**src/rtl/irq_vectoring.sv**
```systemverilog
module irq_vectoring #(
  parameter int N_EXT = 8,
  parameter int N_PER = 14,
  parameter int NEST  = 4,
  localparam int NM   = 1 + N_EXT + N_PER,
  localparam int IW   = $clog2(NM),
  localparam int SPW  = $clog2(NEST + 1)
) (
  input  logic             clk,
  input  logic             rst_n,
  input  logic             wr_en,
  input  logic [2:0]       addr,
  input  logic [NM-1:0]    wdata,
  output logic [NM-1:0]    rdata,
  input  logic             wdt_ovf,
  input  logic [N_PER-1:0] per_req,
  input  logic [N_EXT-1:0] ext_pin,
  input  logic             take,
  input  logic             brk,
  input  logic             reti,
  output logic             irq_req,
  output logic             vec_stb,
  output logic [15:0]      vec_addr,
  output logic             wake
);
  logic [NM-1:0] pend, mk, pr, pend_n;
  logic [N_EXT-1:0] egr, egf, s1, s2, s3;
  logic ie, isp, nmi_sel, nmi_pend, nmi_busy;
  logic [SPW-1:0] sp;
  logic [2**SPW-1:0] stk_ie, stk_isp, stk_nmi;
  logic [IW-1:0] sel;

  wire [N_EXT-1:0] ext_ev = (s2 & ~s3 & egr) | (~s2 & s3 & egf);
  wire [NM-1:0] hw_set = {per_req, ext_ev, wdt_ovf & ~nmi_sel};
  wire [NM-1:0] ok = pend & ~mk & (~pr | {NM{isp}});
  wire [NM-1:0] hi = ok & ~pr;
  wire [NM-1:0] cand = (|hi) ? hi : ok;
  wire can_push = sp < SPW'(NEST);
  wire nmi_go = nmi_pend & ~nmi_busy & can_push;
  wire mask_go = ie & (|ok) & can_push;
  wire acc_brk = brk & can_push;
  wire acc_int = take & irq_req & ~brk;
  wire acc = acc_brk | acc_int;
  wire do_ret = reti & ~acc & (sp != '0);
  wire [SPW-1:0] top = sp - SPW'(1);

  assign irq_req = nmi_go | mask_go;
  assign wake = nmi_pend | (|(pend & ~mk));

  always_comb begin
    sel = '0;
    for (int i = NM - 1; i >= 0; i--)
      if (cand[i]) sel = IW'(i);
  end

  always_comb begin
    pend_n = (wr_en && addr == 3'd0) ? wdata : pend;
    if (acc_int && !nmi_go) pend_n[sel] = 1'b0;
    pend_n = pend_n | hw_set;
  end

  always_comb begin
    case (addr)
      3'd0: rdata = pend;
      3'd1: rdata = mk;
      3'd2: rdata = pr;
      3'd3: rdata = NM'(egr);
      3'd4: rdata = NM'(egf);
      3'd5: rdata = NM'({nmi_sel, isp, ie});
      default: rdata = '0;
    endcase
  end

  always_ff @(posedge clk or negedge rst_n) begin
    if (!rst_n) begin
      pend <= '0; mk <= '1; pr <= '1; egr <= '0; egf <= '0;
      s1 <= '0; s2 <= '0; s3 <= '0;
      ie <= 1'b0; isp <= 1'b1; nmi_sel <= 1'b0;
      nmi_pend <= 1'b0; nmi_busy <= 1'b0; sp <= '0;
      stk_ie <= '0; stk_isp <= '0; stk_nmi <= '0;
      vec_stb <= 1'b0; vec_addr <= '0;
    end else begin
      s1 <= ext_pin; s2 <= s1; s3 <= s2;
      pend <= pend_n;
      vec_stb <= acc;
      nmi_pend <= (nmi_pend & ~(acc_int & nmi_go)) | (wdt_ovf & nmi_sel);
      if (wr_en) begin
        case (addr)
          3'd1: mk <= wdata;
          3'd2: pr <= wdata;
          3'd3: egr <= wdata[N_EXT-1:0];
          3'd4: egf <= wdata[N_EXT-1:0];
          3'd5: {nmi_sel, isp, ie} <= wdata[2:0];
          default: ;
        endcase
      end
      if (acc) begin
        stk_ie[sp] <= ie;
        stk_isp[sp] <= isp;
        stk_nmi[sp] <= ~acc_brk & nmi_go;
        sp <= sp + SPW'(1);
        ie <= 1'b0;
        if (acc_brk) vec_addr <= 16'h003E;
        else if (nmi_go) begin
          vec_addr <= 16'h0004;
          nmi_busy <= 1'b1;
        end else begin
          vec_addr <= 16'd4 + 16'({sel, 1'b0});
          isp <= pr[sel];
        end
      end else if (do_ret) begin
        sp <= top;
        ie <= stk_ie[top];
        isp <= stk_isp[top];
        if (stk_nmi[top]) nmi_busy <= 1'b0;
      end
    end
  end

  a_r8_take_gives_vector: assert property (@(posedge clk) disable iff (!rst_n)
    (take && irq_req && !brk) |=> (vec_stb && !ie));
  a_r8_vector_range: assert property (@(posedge clk) disable iff (!rst_n)
    vec_stb |-> (!vec_addr[0] && vec_addr >= 16'h0004 && vec_addr <= 16'h003E));
  a_r11_break_vector: assert property (@(posedge clk) disable iff (!rst_n)
    (brk && sp < SPW'(NEST)) |=> (vec_stb && vec_addr == 16'h003E));
  a_r12_wake_covers_req: assert property (@(posedge clk) disable iff (!rst_n)
    irq_req |-> wake);
  a_r9_depth_bound: assert property (@(posedge clk) disable iff (!rst_n)
    sp <= SPW'(NEST));
  a_r9_pop_step: assert property (@(posedge clk) disable iff (!rst_n)
    do_ret |=> (sp == $past(sp) - SPW'(1)));
endmodule

```
**config.mk**
```make
export PLATFORM = sky130hd
export DESIGN_NAME = irq_vectoring
export DESIGN_NICKNAME = d
export VERILOG_FILES = /design/src/rtl/irq_vectoring.sv
export SDC_FILE = /design/constraint.sdc
export NUM_CORES = 1
export LEC_CHECK = 0
export CORE_MARGIN = 2
export CORE_UTILIZATION = 50
export CTS_CLUSTER_SIZE = 25
export DETAILED_ROUTE_END_ITERATION = 16
export GPL_ROUTABILITY_DRIVEN = 0
export PLACE_DENSITY_LB_ADDON = 0.08
export SYNTH_ARGS = -nofsm -noshare
export SYNTH_HDL_FRONTEND = slang
export SYNTH_SLANG_ARGS = --single-unit
```
**constraint.sdc**
```tcl
create_clock -name clk -period 5.2 [get_ports clk]
set_input_delay 1.3 -clock clk [delete_from_list [all_inputs] [get_ports clk]]
set_output_delay 1.3 -clock clk [all_outputs]
set_load 0.05 [all_outputs]
```
Word-level counts from Yosys, hierarchy flattened

Index checks and enable logic that the tools add are counted.
Widths: inputs -> output; s select.

Flip-flop bits (word level): 158
Input bits: 55
Output and inout port bits: 42
Logic and storage cells: 157

$add $sub $neg: 3
Magnitude comparators: 6
Eq/ne operators: 7
Multiplexer cells: 61
Bitwise operators: 40
Reductions and logical operators: 21

Operators by type and width:

| operator            | count |
|---|---|
| $pmux 23 s6         | 1 |
| $mux 5              | 23 |
| $and 23x23->23      | 4 |
| $mux 23             | 3 |
| $not 23->23         | 3 |
| $reduce_or 23->1    | 3 |
| $or 23x23->23       | 2 |
| $and 8x8->8         | 4 |
| $bwmux 8            | 3 |
| $mux 1              | 21 |
| $not 8->8           | 2 |
| $and 1x1->1         | 14 |
| $mux 7              | 2 |
| $reduce_and 2->1    | 6 |
| $bmux 1 s3          | 3 |
| $reduce_bool 3->1   | 3 |
| $lt 3x4->1 const B  | 2 |
| $or 8x8->8          | 1 |
| $add 3x6->7 const A | 1 |
| $eq 3x2->1 const B  | 2 |
| $eq 3x3->1 const B  | 2 |
| $lt 5x6->1 const B  | 1 |
| $mux 3              | 2 |
| $not 1->1           | 6 |
| 16 further kinds    | 24 |

Logic depth before layout (Yosys ltp)

Word-level depth: 37
Depth in mapped cells: 15
Gate-level depth less buffers: 13

Worst setup path before layout

No wires, ideal clock.

Path kind: input to output
From: in addr[1]
To: out rdata[10]
Arrival: 3.296 ns
Data required time: 3.900 ns
Path slack: 0.604 ns
Stages: 7
Path buffers: 3
Path through: clkbuf_1 buf_1 clkbuf_1 mux2i_1 nor2_1 a21oi_1 nor2_1

Cells in the longest elaborated chain, start to end: 2
Elaborated cells between the ends (all ways): 7
Those cells by class: 5 x eq/ne; 1 x mux; 1 x reduce/logical

RTL lines:

| element                                  | line | text |
|---|---|---|
| from (decl)                              | 12   | `input logic [2:0] addr,` |
| $eq 3x3->1, or another cell as far along | 63   | `case (addr)` |
| $pmux 23 s6 (*)                          | 63   |  |
| to (decl)                                | 14   | `output logic [NM-1:0] rdata,` |

Mark *: on every way between the ends. The rest lies on a longest branch, timed or not.

Worst setup path after layout

From: reg mk[21]
To: out irq_req

Cells in the longest elaborated chain, start to end: 7

RTL lines:

| element                     | line | text |
|---|---|---|
| from (decl)                 | 26   | `logic [NM-1:0] pend, mk, pr, pend_n;` |
| from (signal assigned)      | 89   | `3'd1: mk <= wdata;` |
| $not 23->23                 | 35   | `wire [NM-1:0] ok = pend & ~mk & (~pr \| {NM{isp}});` |
| $and 23x23->23 (2 in a row) | 35   |  |
| $reduce_or 23->1            | 40   | `wire mask_go = ie & (\|ok) & can_push;` |
| $and 1x1->1 (2 in a row)    | 40   |  |
| $or 1x1->1                  | 47   | `assign irq_req = nmi_go \| mask_go;` |
| to (decl)                   | 21   | `output logic irq_req,` |

No other way between the ends.

==> reports/qor.yml <==
worst_setup_path:
  cpPeakStageDelay_ns: 0.69
  path_class: "reg2out"
  worstReg2RegEnd: "isp$_DFF_PN1_"
  crit_start: "mk[21]$_DFFE_PN1P_"
  path_cells: "nand2b_1 -> nand4_1 -> or4_1 -> o21ai_0 -> nor4b_1 -> o31a_1 -> inv_1 -> clkdlybuf4s50_1"
  arrival_ns: 3.55
  start_kind: "flip-flop"
  reg2reg_depth: 12
  r2r_start: "mk[5]$_DFFE_PN1P_"
  critPathMaxFanout: 5
  crit_path_end: "irq_req"
  rrSetupSlack_ns: 0.73
  endpoint_kind: "primary output"
  crit_path_top_delay_cell: "clkdlybuf4s50_1"
  crit_required_ns: 3.90
synth:
  syn_avg_cell_area_um2: 10.7
  yosysSeqAreaShare_pct: 46.7
  synth_warnings: 0
  syn-instance-count: 752
  syn_area_um2: 8060
  synth_top_area_share_pct: 31.4
  synth_ff_type: "dfrtp_1"
  synth.area.top_cells: "dfrtp_1 31%, dfstp_2 15%, mux2_2 11%, mux2i_1 5.6%, nor2_1 3.1%"
  yosysTopAreaCell: "dfrtp_1"
  yosysUniqueCellTypes: 79
  synth-edff-count: 0
  async_reset_ff_share_pct: 100
  synth-seq-cells: 148
route:
  postRouteWirelength_um: 22600
  viasPerCell: 6.10
  drt_iter0_drc: 473
  drc: 0
  wire_per_inst_um: 21.4
  vias: 6437
  drt_pass1_iterations: 5
  ant_nets: 0
sta:
  setup_viol: 0
  drv_slew: 0
  fin_crit_ns: 4.85
  fin_skew_ns: 0.00778
  slew_headroom_pct: 46.9
  setup_tns_ns: 0
  hold_viol_final: 0
  max_freq_mhz: 206
  tightest_slew_ns: 0.797
  min_period_over_period_pct: 93.3
  rsz0062_at_grt: "false"
cells_and_area:
  synthToLayoutAreaGrowth_pct: 23.0
  nFillCells: 1275
  final_layout_size_suffix_gt1_share_pct: 26.9
  n_antenna_cell: 0
  final_nets: 887
die:
  dieArea_um2: 17200
  initial_utilization_pct: 50.9
  std_cell_rows: 46
  core_area_um2: 15800
  die_height_um: 131
  die_w_um: 131
  ios: 97
power:
  p_per_area_nw_per_um2: 470
  switching_power_uw: 1770
  combinationalPowerShare_pct: 37.1
  seqPwrFrac_pct: 36.1
  p_clk_share_pct: 26.9
  p_int_uw: 2890
  p_total_uw: 4660
  swShare_pct: 38.0
  power_leakage_uw: 0.00403
  peakVddDrop_mv: 0.263
global_route:
  track_usage_pct: 27.7
  first_global_vias: 6562
  grt_max_degree: 85
  overflow: 0
  grt_pass1_wl_um: 35800
  antenna_found_initial: 0
clock_tree:
  cts_max_level: 4
  post-cts-setup-buffer-count: 0
  cts_buffer_depth: 2
  holdBufCountCts: 0
  cts_made_buffers: 17
  cts_resized: 0
  path_clk_slew_ns: 0.06
  cts_sinks: 148
  cts-root-buf: "clkbuf_16"
  cts_tree: "done"
  clock_latency_ns: 0.42
status:
  outcome: "finished, final reports clean"
placement:
  dp_hpwl_um: 16300
  place.port_buffers: 86
worst_hold_path:
  min_path_type: "reg2reg"
run:
  cap_violations: 0
synthesized netlist by cell type, types with 3 or more instances:
master and n:
a21o_1 5, nand3b_1 8, nand3_1 14, and2_1 3
o21bai_1 10, a31oi_1 4, clkbuf_1 36, a2bb2oi_1 6
nor3b_1 9, dfrtp_1 101, nor2_1 67, nor2b_1 16
a211oi_1 4, or2_2 7, a22oi_1 8, nor3_1 11
o31ai_1 12, ha_1 4, inv_1 18, dfstp_2 47
mux4_2 7, and3_1 3, o22ai_1 7, buf_4 10
nand4_1 5, mux2_2 77, o22a_1 5, a21oi_1 32
nand2_1 39, nand2b_1 25, o21ai_0 16, mux2i_1 45
o221ai_1 10, nand2b_2 3, buf_1 5, o211ai_1 8
o31a_1 10
per-layer routing:
layer | routed length (um) | vias to the layer above | GRT usage [%]
met4 | 834 | 0 | 12.3
met5 | 0 | - | 0
met2 | 10800 | 290 | 44.6
met1 | 9590 | 3218 | 36.3
met3 | 1410 | 55 | 5.70
li1 | - | 2874 | -
stage by stage:
stage | cells | worst slack [ns] | utilization, % | area, um2 | hold slack, ns
2_1_floorplan | 761 | 0.604 | - | 8100 | 0.331
3_3_place_gp | 1025 | 0.664 | 58.9 | 9320 | 0.333
3_5_place_dp | 1025 | 0.658 | 58.9 | 9320 | 0.336
4_1_cts | 1056 | 0.367 | 62.7 | 9920 | 0.351
5_1_grt | 1056 | 0.146 | 62.7 | 9920 | 0.359
6_report | 1056 | 0.347 | 62.7 | 9920 | 0.349
flip-flops by register name, summed over array words and instances, names as in the netlist:
signal    flops
mk           23
pend         23
pr           23
egf           8
egr           8
s1            8
s2            8
s3            8
stk_ie        8
stk_isp       8
stk_nmi       8
vec_addr      6
sp            3
ie            1
isp           1
nmi_busy      1
nmi_pend      1
nmi_sel       1
vec_stb       1
power by group through the flow:
stage / Clock (uW) / Combinational, uW / Sequential, uW
3_5_place_dp: 0 / 1700 / 1690
6_report: 1250 / 1730 / 1680
5_1_grt: 1330 / 1840 / 1710
2_1_floorplan: 0 / 1130 / 1650
3_3_place_gp: 0 / 1680 / 1680
4_1_cts: 1270 / 1710 / 1670
layout make-up:
type / instances / area [um2] / share of cell area [%]
clock buffer: 17 / 425 / 4.29
timing repair buffer: 102 / 1190 / 12.0
tap: 216 / 270 / 2.73
multi-input combinational: 538 / 4010 / 40.5
sequential: 148 / 3760 / 37.9
inverter: 21 / 78.8 / 0.795
clock inverter: 14 / 173 / 1.74
layout by cell type (no fill, tap or decap), types with 6 or more instances in the layout:
master / instances
dfrtp_1: 101
mux2_2: 77
nor2_1: 67
clkdlybuf4s50_1: 61
dfstp_2: 47
mux2i_1: 45
nand2_1: 39
a21oi_1: 32
nand2b_1: 25
buf_12: 22
inv_1: 18
clkbuf_16: 17
buf_4: 17
nor2b_1: 16
o21ai_0: 16
nand3_1: 14
o31ai_1: 12
o31a_1: 10
o221ai_1: 10
o21bai_1: 10
conb_1: 10
nor3_1: 9
nor3b_1: 8
a22oi_1: 8
nand3b_1: 8
o211ai_1: 8
o22ai_1: 7
or2_2: 7
mux4_2: 7
a2bb2oi_1: 6
critical path, delay by kind of cell (launching register included):
kind                   cells  cell delay [ns]
AND/OR/NAND/NOR            4             1.45
buffers and inverters      2             0.75
flip-flops                 1             0.54
AO/OA/AOI/OAI              2             0.39
cells by family (layout without fill, tap and decap cells):
kind of cell / after synthesis / count (layout) / share of synthesized area, %
AND/OR/NAND/NOR: 224 / 224 / 14.3
AO/OA/AOI/OAI: 165 / 165 / 15.1
flip-flops: 148 / 148 / 46.7
multiplexers: 131 / 131 / 18.6
buffers and inverters: 75 / 154 / 4.16
adder cells (fa/ha/maj): 4 / 4 / 0.621
XOR/XNOR: 4 / 4 / 0.435
other: 1 / 10 / 0.0465
worst min-delay path by stage:
| stage | startpoint | endpoint | slack (ns) | cells after the start |
|---|---|---|---|---|
| 2_1_floorplan | s1[0]$_DFF_PN0_ | s2[0]$_DFF_PN0_ | 0.33 | 0 |
| 5_1_grt | s1[7]$_DFF_PN0_ | s2[7]$_DFF_PN0_ | 0.36 | 0 |
| 6_report | s1[5]$_DFF_PN0_ | s2[5]$_DFF_PN0_ | 0.35 | 0 |
| 4_1_cts | s1[5]$_DFF_PN0_ | s2[5]$_DFF_PN0_ | 0.35 | 0 |
| 3_5_place_dp | s1[5]$_DFF_PN0_ | s2[5]$_DFF_PN0_ | 0.34 | 0 |
| 3_3_place_gp | s1[1]$_DFF_PN0_ | s2[1]$_DFF_PN0_ | 0.33 | 0 |
(Power assumes the default switching activity.)
